$ cat src/rtl/wdsup_pkg.sv
package wdsup_pkg;
  // positions of the asynchronous inputs inside the synchronizer vector
  localparam int HB_SW   = 0;
  localparam int HB_FAB  = 1;
  localparam int HB_RISK = 2;
  localparam int N_SYNC  = 3;

  // bits needed to hold the value n
  function automatic int cnt_bits(input int unsigned n);
    cnt_bits = (n < 2) ? 1 : $clog2(n + 1);
  endfunction
endpackage

$ cat src/rtl/wdsup_por_sync.sv
module wdsup_por_sync #(
  parameter int STAGES = 2
) (
  input  logic clk,
  input  logic pwr_good,
  output logic por_n
);
  logic [STAGES-1:0] chain_q;
  logic [STAGES-1:0] chain_d;

  always_comb begin
    chain_d = {chain_q[STAGES-2:0], 1'b1};
  end

  // assertion is asynchronous, release walks through the chain
  always_ff @(posedge clk or negedge pwr_good) begin
    if (!pwr_good) begin
      chain_q <= '0;
    end else begin
      chain_q <= chain_d;
    end
  end

  assign por_n = chain_q[STAGES-1];
endmodule

$ cat src/rtl/wdsup_in_sync.sv
module wdsup_in_sync #(
  parameter int WIDTH  = 3,
  parameter int STAGES = 2
) (
  input  logic             clk,
  input  logic             rst_n,
  input  logic [WIDTH-1:0] d_in,
  output logic [WIDTH-1:0] d_out
);
  for (genvar b = 0; b < WIDTH; b++) begin : g_bit
    logic [STAGES-1:0] stg_q;
    logic [STAGES-1:0] stg_d;

    always_comb begin
      stg_d = {stg_q[STAGES-2:0], d_in[b]};
    end

    always_ff @(posedge clk or negedge rst_n) begin
      if (!rst_n) begin
        stg_q <= '0;
      end else begin
        stg_q <= stg_d;
      end
    end

    assign d_out[b] = stg_q[STAGES-1];
  end
endmodule

$ cat src/rtl/wdsup_alive_comb.sv
module wdsup_alive_comb (
  input  logic clk,
  input  logic rst_n,
  input  logic clr,      // system reset active: discard everything
  input  logic sw_s,
  input  logic fab_s,
  input  logic risk_s,
  output logic alive
);
  logic [1:0] prev_q, prev_d;
  logic [1:0] seen_q, seen_d;
  logic [1:0] rise;
  logic [1:0] avail;
  logic       fire;
  logic       alive_q;

  always_comb begin
    rise   = {fab_s, sw_s} & ~prev_q;
    avail  = seen_q | rise;
    fire   = (&avail) & ~risk_s & ~clr;
    prev_d = {fab_s, sw_s};
    if (clr || risk_s || fire) begin
      seen_d = '0;
    end else begin
      seen_d = avail;
    end
  end

  always_ff @(posedge clk or negedge rst_n) begin
    if (!rst_n) begin
      prev_q  <= '0;
      seen_q  <= '0;
      alive_q <= 1'b0;
    end else begin
      prev_q  <= prev_d;
      seen_q  <= seen_d;
      alive_q <= fire;
    end
  end

  assign alive = alive_q;

  // risk flag vetoes the alive event
  a_r11_risk_vetoes_alive: assert property (@(posedge clk) disable iff (!rst_n)
    risk_s |=> !alive_q);

  // nothing seen during system reset produces an alive event
  a_r12_no_alive_from_reset: assert property (@(posedge clk) disable iff (!rst_n)
    clr |=> !alive_q);
endmodule

$ cat src/rtl/wdsup_wdt.sv
module wdsup_wdt
  import wdsup_pkg::*;
#(
  parameter int unsigned WDT_CYCLES = 400_000_000
) (
  input  logic clk,
  input  logic rst_n,
  input  logic hold,     // system reset active
  input  logic alive,
  output logic timeout
);
  localparam int CW = cnt_bits(WDT_CYCLES);
  localparam logic [CW-1:0] LAST = CW'(WDT_CYCLES - 1);

  logic [CW-1:0] cnt_q, cnt_d;
  logic          cnt_en;
  logic          expire;

  always_comb begin
    cnt_en = 1'b1;
    expire = ~hold & ~alive & (cnt_q == LAST);
    if (hold || alive || expire) begin
      cnt_d = '0;
    end else begin
      cnt_d = cnt_q + CW'(1);
    end
  end

  always_ff @(posedge clk or negedge rst_n) begin
    if (!rst_n) begin
      cnt_q <= '0;
    end else if (cnt_en) begin
      cnt_q <= cnt_d;
    end
  end

  assign timeout = expire;

  // the watchdog cannot fire while the system is held in reset
  a_r6_quiet_during_reset: assert property (@(posedge clk) disable iff (!rst_n)
    hold |-> !timeout);
endmodule

$ cat src/rtl/wdsup_rst_gen.sv
module wdsup_rst_gen
  import wdsup_pkg::*;
#(
  parameter int unsigned POR_CYCLES = 50_000_000,
  parameter int unsigned RST_CYCLES = 35_000
) (
  input  logic clk,
  input  logic rst_n,
  input  logic trig,
  output logic rst_active
);
  localparam int unsigned MAXV = (POR_CYCLES > RST_CYCLES) ? POR_CYCLES : RST_CYCLES;
  localparam int CW = cnt_bits(MAXV);
  localparam logic [CW-1:0] POR_LD   = CW'(POR_CYCLES);
  localparam logic [CW-1:0] PULSE_LD = CW'(RST_CYCLES);

  logic [CW-1:0] cnt_q, cnt_d;
  logic          cnt_en;
  logic          act_q, act_d;

  always_comb begin
    cnt_en = trig | (cnt_q != '0);
    if (trig) begin
      cnt_d = PULSE_LD;
    end else if (cnt_q != '0) begin
      cnt_d = cnt_q - CW'(1);
    end else begin
      cnt_d = '0;
    end
    act_d = (cnt_d != '0);
  end

  always_ff @(posedge clk or negedge rst_n) begin
    if (!rst_n) begin
      cnt_q <= POR_LD;
      act_q <= 1'b1;
    end else if (cnt_en) begin
      cnt_q <= cnt_d;
      act_q <= act_d;
    end
  end

  assign rst_active = act_q;
endmodule

$ cat src/rtl/wdsup_boot_timer.sv
module wdsup_boot_timer
  import wdsup_pkg::*;
#(
  parameter int unsigned BOOT_DELAY_CYCLES = 100_000_000
) (
  input  logic clk,
  input  logic rst_n,
  output logic boot_nom
);
  localparam int CW = cnt_bits(BOOT_DELAY_CYCLES);
  localparam logic [CW-1:0] LAST = CW'(BOOT_DELAY_CYCLES - 1);

  logic [CW-1:0] cnt_q, cnt_d;
  logic          boot_q, boot_d;
  logic          tmr_en;

  always_comb begin
    tmr_en = boot_q;      // timer freezes once the selection has flipped
    cnt_d  = cnt_q + CW'(1);
    boot_d = (cnt_q != LAST);
  end

  always_ff @(posedge clk or negedge rst_n) begin
    if (!rst_n) begin
      cnt_q  <= '0;
      boot_q <= 1'b1;
    end else if (tmr_en) begin
      cnt_q  <= cnt_d;
      boot_q <= boot_d;
    end
  end

  assign boot_nom = boot_q;

  // once redundant, stays redundant until power is removed
  a_r4_select_latched: assert property (@(posedge clk) disable iff (!rst_n)
    !boot_q |=> !boot_q);
endmodule

$ cat src/rtl/watchdog_boot_supervisor.sv
module watchdog_boot_supervisor
  import wdsup_pkg::*;
#(
  parameter int          SYNC_STAGES       = 2,
  parameter int unsigned POR_CYCLES        = 50_000_000,
  parameter int unsigned WDT_CYCLES        = 400_000_000,
  parameter int unsigned RST_CYCLES        = 35_000,
  parameter int unsigned BOOT_DELAY_CYCLES = 100_000_000
) (
  input  logic clk,
  input  logic pwr_good,
  input  logic sw_beat,
  input  logic fab_beat,
  input  logic risk_major,
  output logic sys_rst_n,
  output logic boot_nominal
);
  logic              por_n;
  logic [N_SYNC-1:0] raw_in;
  logic [N_SYNC-1:0] syn_in;
  logic              alive;
  logic              wd_timeout;
  logic              rst_active;

  assign raw_in[HB_SW]   = sw_beat;
  assign raw_in[HB_FAB]  = fab_beat;
  assign raw_in[HB_RISK] = risk_major;

  wdsup_por_sync #(.STAGES(SYNC_STAGES)) u_por_sync (
    .clk      (clk),
    .pwr_good (pwr_good),
    .por_n    (por_n)
  );

  wdsup_in_sync #(.WIDTH(N_SYNC), .STAGES(SYNC_STAGES)) u_in_sync (
    .clk   (clk),
    .rst_n (por_n),
    .d_in  (raw_in),
    .d_out (syn_in)
  );

  wdsup_alive_comb u_alive (
    .clk    (clk),
    .rst_n  (por_n),
    .clr    (rst_active),
    .sw_s   (syn_in[HB_SW]),
    .fab_s  (syn_in[HB_FAB]),
    .risk_s (syn_in[HB_RISK]),
    .alive  (alive)
  );

  wdsup_wdt #(.WDT_CYCLES(WDT_CYCLES)) u_wdt (
    .clk     (clk),
    .rst_n   (por_n),
    .hold    (rst_active),
    .alive   (alive),
    .timeout (wd_timeout)
  );

  wdsup_rst_gen #(.POR_CYCLES(POR_CYCLES), .RST_CYCLES(RST_CYCLES)) u_rst_gen (
    .clk        (clk),
    .rst_n      (por_n),
    .trig       (wd_timeout),
    .rst_active (rst_active)
  );

  wdsup_boot_timer #(.BOOT_DELAY_CYCLES(BOOT_DELAY_CYCLES)) u_boot (
    .clk      (clk),
    .rst_n    (por_n),
    .boot_nom (boot_nominal)
  );

  assign sys_rst_n = ~rst_active;

  // an expiring watchdog drives the system reset on the next cycle
  a_r5_expiry_drives_reset: assert property (@(posedge clk) disable iff (!por_n)
    wd_timeout |=> !sys_rst_n);
endmodule

$ cat config.mk
export PLATFORM = sky130hd
export DESIGN_NAME = watchdog_boot_supervisor
export DESIGN_NICKNAME = d
export VERILOG_FILES = /design/src/rtl/wdsup_pkg.sv /design/src/rtl/wdsup_por_sync.sv /design/src/rtl/wdsup_in_sync.sv /design/src/rtl/wdsup_alive_comb.sv /design/src/rtl/wdsup_wdt.sv /design/src/rtl/wdsup_rst_gen.sv /design/src/rtl/wdsup_boot_timer.sv /design/src/rtl/watchdog_boot_supervisor.sv
export SDC_FILE = /design/constraint.sdc
export NUM_CORES = 1
export LEC_CHECK = 0
export CORE_MARGIN = 2
export CORE_UTILIZATION = 42
export DETAILED_ROUTE_END_ITERATION = 7
export GPL_ROUTABILITY_DRIVEN = 0
export PLACE_DENSITY_LB_ADDON = 0.12
export SKIP_LAST_GASP = 1
export SYNTH_ARGS = -nofsm -noshare
export SYNTH_HDL_FRONTEND = slang
export SYNTH_SLANG_ARGS = --single-unit
$ cat constraint.sdc
create_clock -name clk -period 4.1 [get_ports clk]
set_input_delay 0.82 -clock clk [delete_from_list [all_inputs] [get_ports clk]]
set_output_delay 0.82 -clock clk [all_outputs]
set_load 0.1 [all_outputs]
* Yosys cells after proc, flatten, opt, wreduce, memory -nomap -nowiden *
Index checks and enable logic that the tools add are counted.
W data, S select, Z words.

storage, ports and cells
  bits in registers = 97
  bits of input ports = 5
  word-level logic and storage cells = 40
  output and inout port bits = 2

cells by class
  eq/ne operators = 2
  multiplexer cells = 5
  add/sub/neg operators = 3
  reductions and logical operators = 7
  bitwise gates (word level) = 11

operators by type and width
  operator                 number
  $mux W26                 2
  $reduce_bool A26 Y1      2
  $add A29 B1 Y29 const B  1
  $eq A29 B29 Y1 const B   1
  $mux W29                 1
  $add A27 B1 Y27 const B  1
  $ne A27 B27 Y1 const B   1
  $sub A26 B1 Y26 const B  1
  $and A1 B1 Y1            4
  $logic_or A1 B1 Y1       4
  $not A1 Y1               3
  $and A2 B2 Y2            1
  $mux W2                  1
  $not A2 Y2               1
  $or A2 B2 Y2             1
  $reduce_and A2 Y1        1
  $mux W1                  1
  $or A1 B1 Y1             1

* Logic depth before layout (Yosys ltp) *
  word-level depth = 8
  gate-level depth with buffers = 8
  gate-level depth less buffers = 8

* Hierarchy *
From an unflattened synthesis, not the netlist that was laid out.

second synthesis, totals
  cells, all modules = 494
  area, all modules = 5141.2 sq um

modules (own cells, without submodules)
  module                    cells each  area an instance (sq um)  sequential area each (sq um)  times used
  wdsup_wdt                 184         1717.9                    725.7                         1
  wdsup_rst_gen             168         1655.3                    691.9                         1
  wdsup_boot_timer          115         1335.0                    701.9                         1
  wdsup_alive_comb          14          202.7                     125.1                         1
  wdsup_in_sync             9           172.7                     150.1                         1
  wdsup_por_sync            3           53.8                      50.0                          1
  watchdog_boot_supervisor  1           3.8                       0.0                           1

* Worst setup path before layout *
OpenSTA, ideal clock, no wires.

  path type = register -> register
  start = register u_boot.boot_q, in the netlist u_boot.boot_nom
  end = register u_boot.cnt_q[22]
  stages on the path, launching flop included = 8
  path buffers = 1
  setup time = 0.123 ns
  arrival = 2.189 ns
  setup slack = 1.789 ns
  cell sequence = dfstp_2 -> clkbuf_1 -> and4_1 -> nand4_1 -> nor2_1 -> and3_1 -> nand3_1 -> xnor2_1

RTL lines
  element                 line                    text
  from (decl)             wdsup_boot_timer.sv:14  logic boot_q, boot_d;
  from (signal assigned)  wdsup_boot_timer.sv:29  boot_q <= boot_d;
  to (signal assigned)    wdsup_boot_timer.sv:28  cnt_q <= cnt_d;
  to (decl)               wdsup_boot_timer.sv:13  logic [CW-1:0] cnt_q, cnt_d;

* Worst setup path after layout *
  start = register u_boot.boot_q, in the netlist u_boot.boot_nom
  end = output port boot_nominal

RTL lines
  element    line                            text
  to (decl)  watchdog_boot_supervisor.sv:16  output logic boot_nominal

No word-level cell between the ends.

==> out/qor.csv <==
stage,metric,value,unit
logic_synthesis,synthesized flop and latch total,97,
sta,max-slew violations,0,
sta,post-route clock period utilization,73.1,%
sta,final setup TNS,0,ns
die,Row Count,38,
hold_path,WHS Endpoint,u_in_sync.g_bit[0].stg_q[1],
clocking,worst skew pair latency,0.37,ns
hold_path,Hold Crit Depth,0,
sta,final hold vios,0,
critical_path,CP max stage delay,1.17,ns
detailed_routing,WL per Instance,14.5,um
clocking,clk buf depth,2,
placed_design,dpl cells,592,
sta,clock skew,0.0114,ns
logic_synthesis,synth unique cells,54,
pwr,clock share of power,36.6,%
pwr,combinational share of power,4.2,%
pwr,P_leak,2.39,nW
pwr,PD cells,346,nW/um^2
die,I/O pin total,7,
hold_path,HP Class,reg2reg,
critical_path,Setup Crit Path Kind,reg2out,
critical_path,WP buf/inv,1,
job,Max Cap Viol,0,
clocking,CTS sink cnt,97,
sta,RSZ-0062 raised after global routing,no,
critical_path,critical path's slowest cell,clkdlybuf4s50_1,
sta,FMAX,334,MHz
logic_synthesis,YS warnings,0,
global_route,initial antenna violation count,0,
pwr,register share of total power,59.2,%
clocking,clock slew at the register clock pins of the worst setup and hold paths,0.10,ns
cells_and_area,n_diodes,0,
logic_synthesis,"Async S/R FF share, synth",100,%
detailed_routing,Total Routed Length,8.82,mm
clocking,CTS tree,done,
logic_synthesis,Post-synth EDFFs,0,
pwr,Net Sw Frac,25.1,%
cells_and_area,Syn-to-layout area delta,9.20,%
global_route,first-pass GRT wire length,15.3,mm
sta,Final Critical Period,3.00,ns
pwr,maximum VDD drop,0.268,mV
run_status,run status,"complete, no violations",
global_route,vias in the first global route,3096,
critical_path,crit path max fanout,9,
pwr,switching pwr,440,uW
detailed_routing,Detailed Route Iter0 Violations,151,
global_route,aggregate global routing overflow,0,
global_route,global route hottest layer,met1,
detailed_routing,Vias,3229,
critical_path,Worst R2R Path Depth,6,
clocking,clock root cell,clkbuf_8,
placed_design,hpwl dp,6.11,mm
logic_synthesis,sequential share of the synthesized area,52.6,%
detailed_routing,Antenna Nets Post-Route,0,
logic_synthesis,ys flop type,dfrtp_1,
critical_path,worst path cell trace,clkdlybuf4s50_1,
cells_and_area,layout cells sized above 1,10.0,%
global_route,met1 global-route usage,24.4,%
global_route,All-Layer GR Usage,16.7,%
critical_path,Worst EP arrival,2.18,ns
logic_synthesis,Synth Net Count,460,
clocking,Max H-tree Level,3,
die,DIE WIDTH,109,um
critical_path,crit end category,output port,
critical_path,R2R Path End,u_rst_gen.rst_active,
sta,final setup violation count,0,
critical_path,worst r2r src,u_rst_gen.cnt_q[8],
global_route,largest net degree at the start of global routing,77,
critical_path,Top delay family on crit path,buffers and inverters,
sta,Hold WS,0.356,ns
die,die area,11900,um^2
detailed_routing,Vias/cell,5.31,
logic_synthesis,post-synthesis instance area,4650,um^2
pwr,power consumption,1.75,mW
sta,Least-Margin Pin Slew,0.971,ns
cells_and_area,nets@finish,471,
clocking,CTS Buf Count,9,
critical_path,CP required,3.28,ns
critical_path,Startpoint Class,flop,
cells_and_area,# fillers,1054,
pwr,Pint,1.31,mW
die,core area,10800,um^2
hold_path,hold path start,u_in_sync.g_bit[0].stg_q[0],
clocking,hold buffers post-CTS,0,
sta,Worst slew margin,35.1,%
clocking,Post-CTS Setup Bufs,0,
logic_synthesis,post-synthesis instance total,452,
critical_path,R2R Setup Slk,1.41,ns
cells_and_area,Final Instance Count excl. Fillers,608,
die,Die H,109,um
placed_design,Buffers on Ports,6,
global_route,met3 Use GR,3.23,%
global_route,GR met2 Demand/Resource,24.2,%
logic_synthesis,Mapped Avg Cell Area,10.3,um^2
detailed_routing,DRC Markers,0,
clocking,post-CTS resize count,0,
detailed_routing,DR pass1 iterations,4,
die,initial core utilization,42.9,%
==> cell type report <==
class	instances	area, um^2	share of cell area (%)
Sequential cell	97	2450	48.2
Multi-Input combinational cell	334	2120	41.7
Tap cell	140	175	3.45
Clock buffer	9	124	2.44
Timing Repair Buffer	10	90.1	1.77
Clock inverter	7	80.1	1.58
Inverter	11	41.3	0.813
==> layer usage <==
metal,part of all wire (%),vias to the layer above
li1,-,1599
met1,49,1578
met2,46,41
met3,3.3,11
met4,1.7,0
met5,0,-
==> sequential cells by signal, indices dropped and copies added (netlist names) <==
name	flops
u_alive.alive	1
u_alive.prev_q	2
u_alive.seen_q	2
u_boot.boot_nom	1
u_boot.cnt_q	27
u_in_sync.g_bit.stg_q	6
u_por_sync.chain_q	2
u_rst_gen.cnt_q	26
u_rst_gen.rst_active	1
u_wdt.cnt_q	29
==> synthesized netlist by cell type (all sizes together), types with 2 or more instances <==
library cell,number,area share [%]
buf,6,0.65
nand2b,2,0.27
and2,2,0.27
and3,11,1.5
o41ai,2,0.38
inv,11,0.89
or4b,3,0.73
nand3b,2,0.32
a21oi,7,0.75
nor4b,5,1.1
o21ai,9,0.97
nand3,29,3.1
nor3,17,1.9
nand2,34,2.8
nor3b,2,0.32
clkbuf,4,0.32
a22oi,2,0.32
nand4b,4,0.75
dfstp,14,7.9
xnor2,38,7.2
ha,3,0.81
or3,3,0.40
nand4,17,2.4
nor2b,2,0.27
dfrtp,83,45
nor2,72,6.0
and4,7,1.3
nor4,9,2.0
a211oi,2,0.32
xor2,34,6.4
and4b,2,0.43
==> layout by cell type, fill, tap and decap left out, types with 3 or more instances in the layout <==
cell,count
dfstp_2,14
nor2_2,3
nor4b_1,4
xnor2_1,38
and4_1,7
o21ai_1,5
and3_1,11
or3_1,3
nor4_1,6
nor3_1,16
nand4b_1,4
clkdlybuf4s50_1,6
ha_1,3
xor2_1,34
nand3_1,29
clkbuf_8,9
nor2_1,69
inv_1,11
buf_4,4
a21oi_1,7
o21ai_0,4
clkinv_4,3
nand2_1,33
dfrtp_1,82
nand4_1,16
==> power groups by stage <==
| stage | logic, mW | clock network, mW | registers, mW |
|---|---|---|---|
| 5_1_grt | 0.0846 | 0.718 | 1.05 |
| 6_report | 0.0736 | 0.642 | 1.04 |
| 3_3_place_gp | 0.0725 | 0 | 1.05 |
| 4_1_cts | 0.0754 | 0.669 | 1.04 |
| 3_5_place_dp | 0.0741 | 0 | 1.06 |
| 2_1_floorplan | 0.0548 | 0 | 1.05 |
==> per-stage QoR <==
stage / setup slack [ns] / util (%) / area (um^2)
3_5_place_dp: 1.38 / 45.0 / 4870
2_1_floorplan: 1.22 / - / 4650
6_report: 1.10 / 46.8 / 5080
4_1_cts: 1.07 / 46.8 / 5080
3_3_place_gp: 1.44 / 45.0 / 4870
5_1_grt: 0.976 / 46.8 / 5080
==> kinds of logic (layout without fill, tap and decap cells) <==
group | Yosys count | in the layout | synth area share (%)
other cells | 1 | 1 | 0.0807
fa+ha+maj | 3 | 3 | 0.807
xor+xnor | 72 | 72 | 13.6
compound gates | 31 | 31 | 4.44
flops | 97 | 97 | 52.6
simple gates | 226 | 226 | 26.4
buf+inv | 21 | 37 | 1.86
mux | 1 | 1 | 0.242
==> worst max-delay path by stage <==
stage,slack (ns),from,to,cells after the start
after floorplan,1.22,u_por_sync.chain_q[1],u_alive.alive,0
after global placement,1.44,u_rst_gen.cnt_q[8],u_rst_gen.rst_active,6
after detailed placement,1.38,u_wdt.cnt_q[0],u_rst_gen.cnt_q[24],6
after CTS,1.07,u_boot.boot_nom,boot_nominal,1
after global routing,0.98,u_wdt.cnt_q[0],u_rst_gen.cnt_q[9],6
final,1.10,u_boot.boot_nom,boot_nominal,1
No activity file was read; power rests on OpenSTA's default activity.
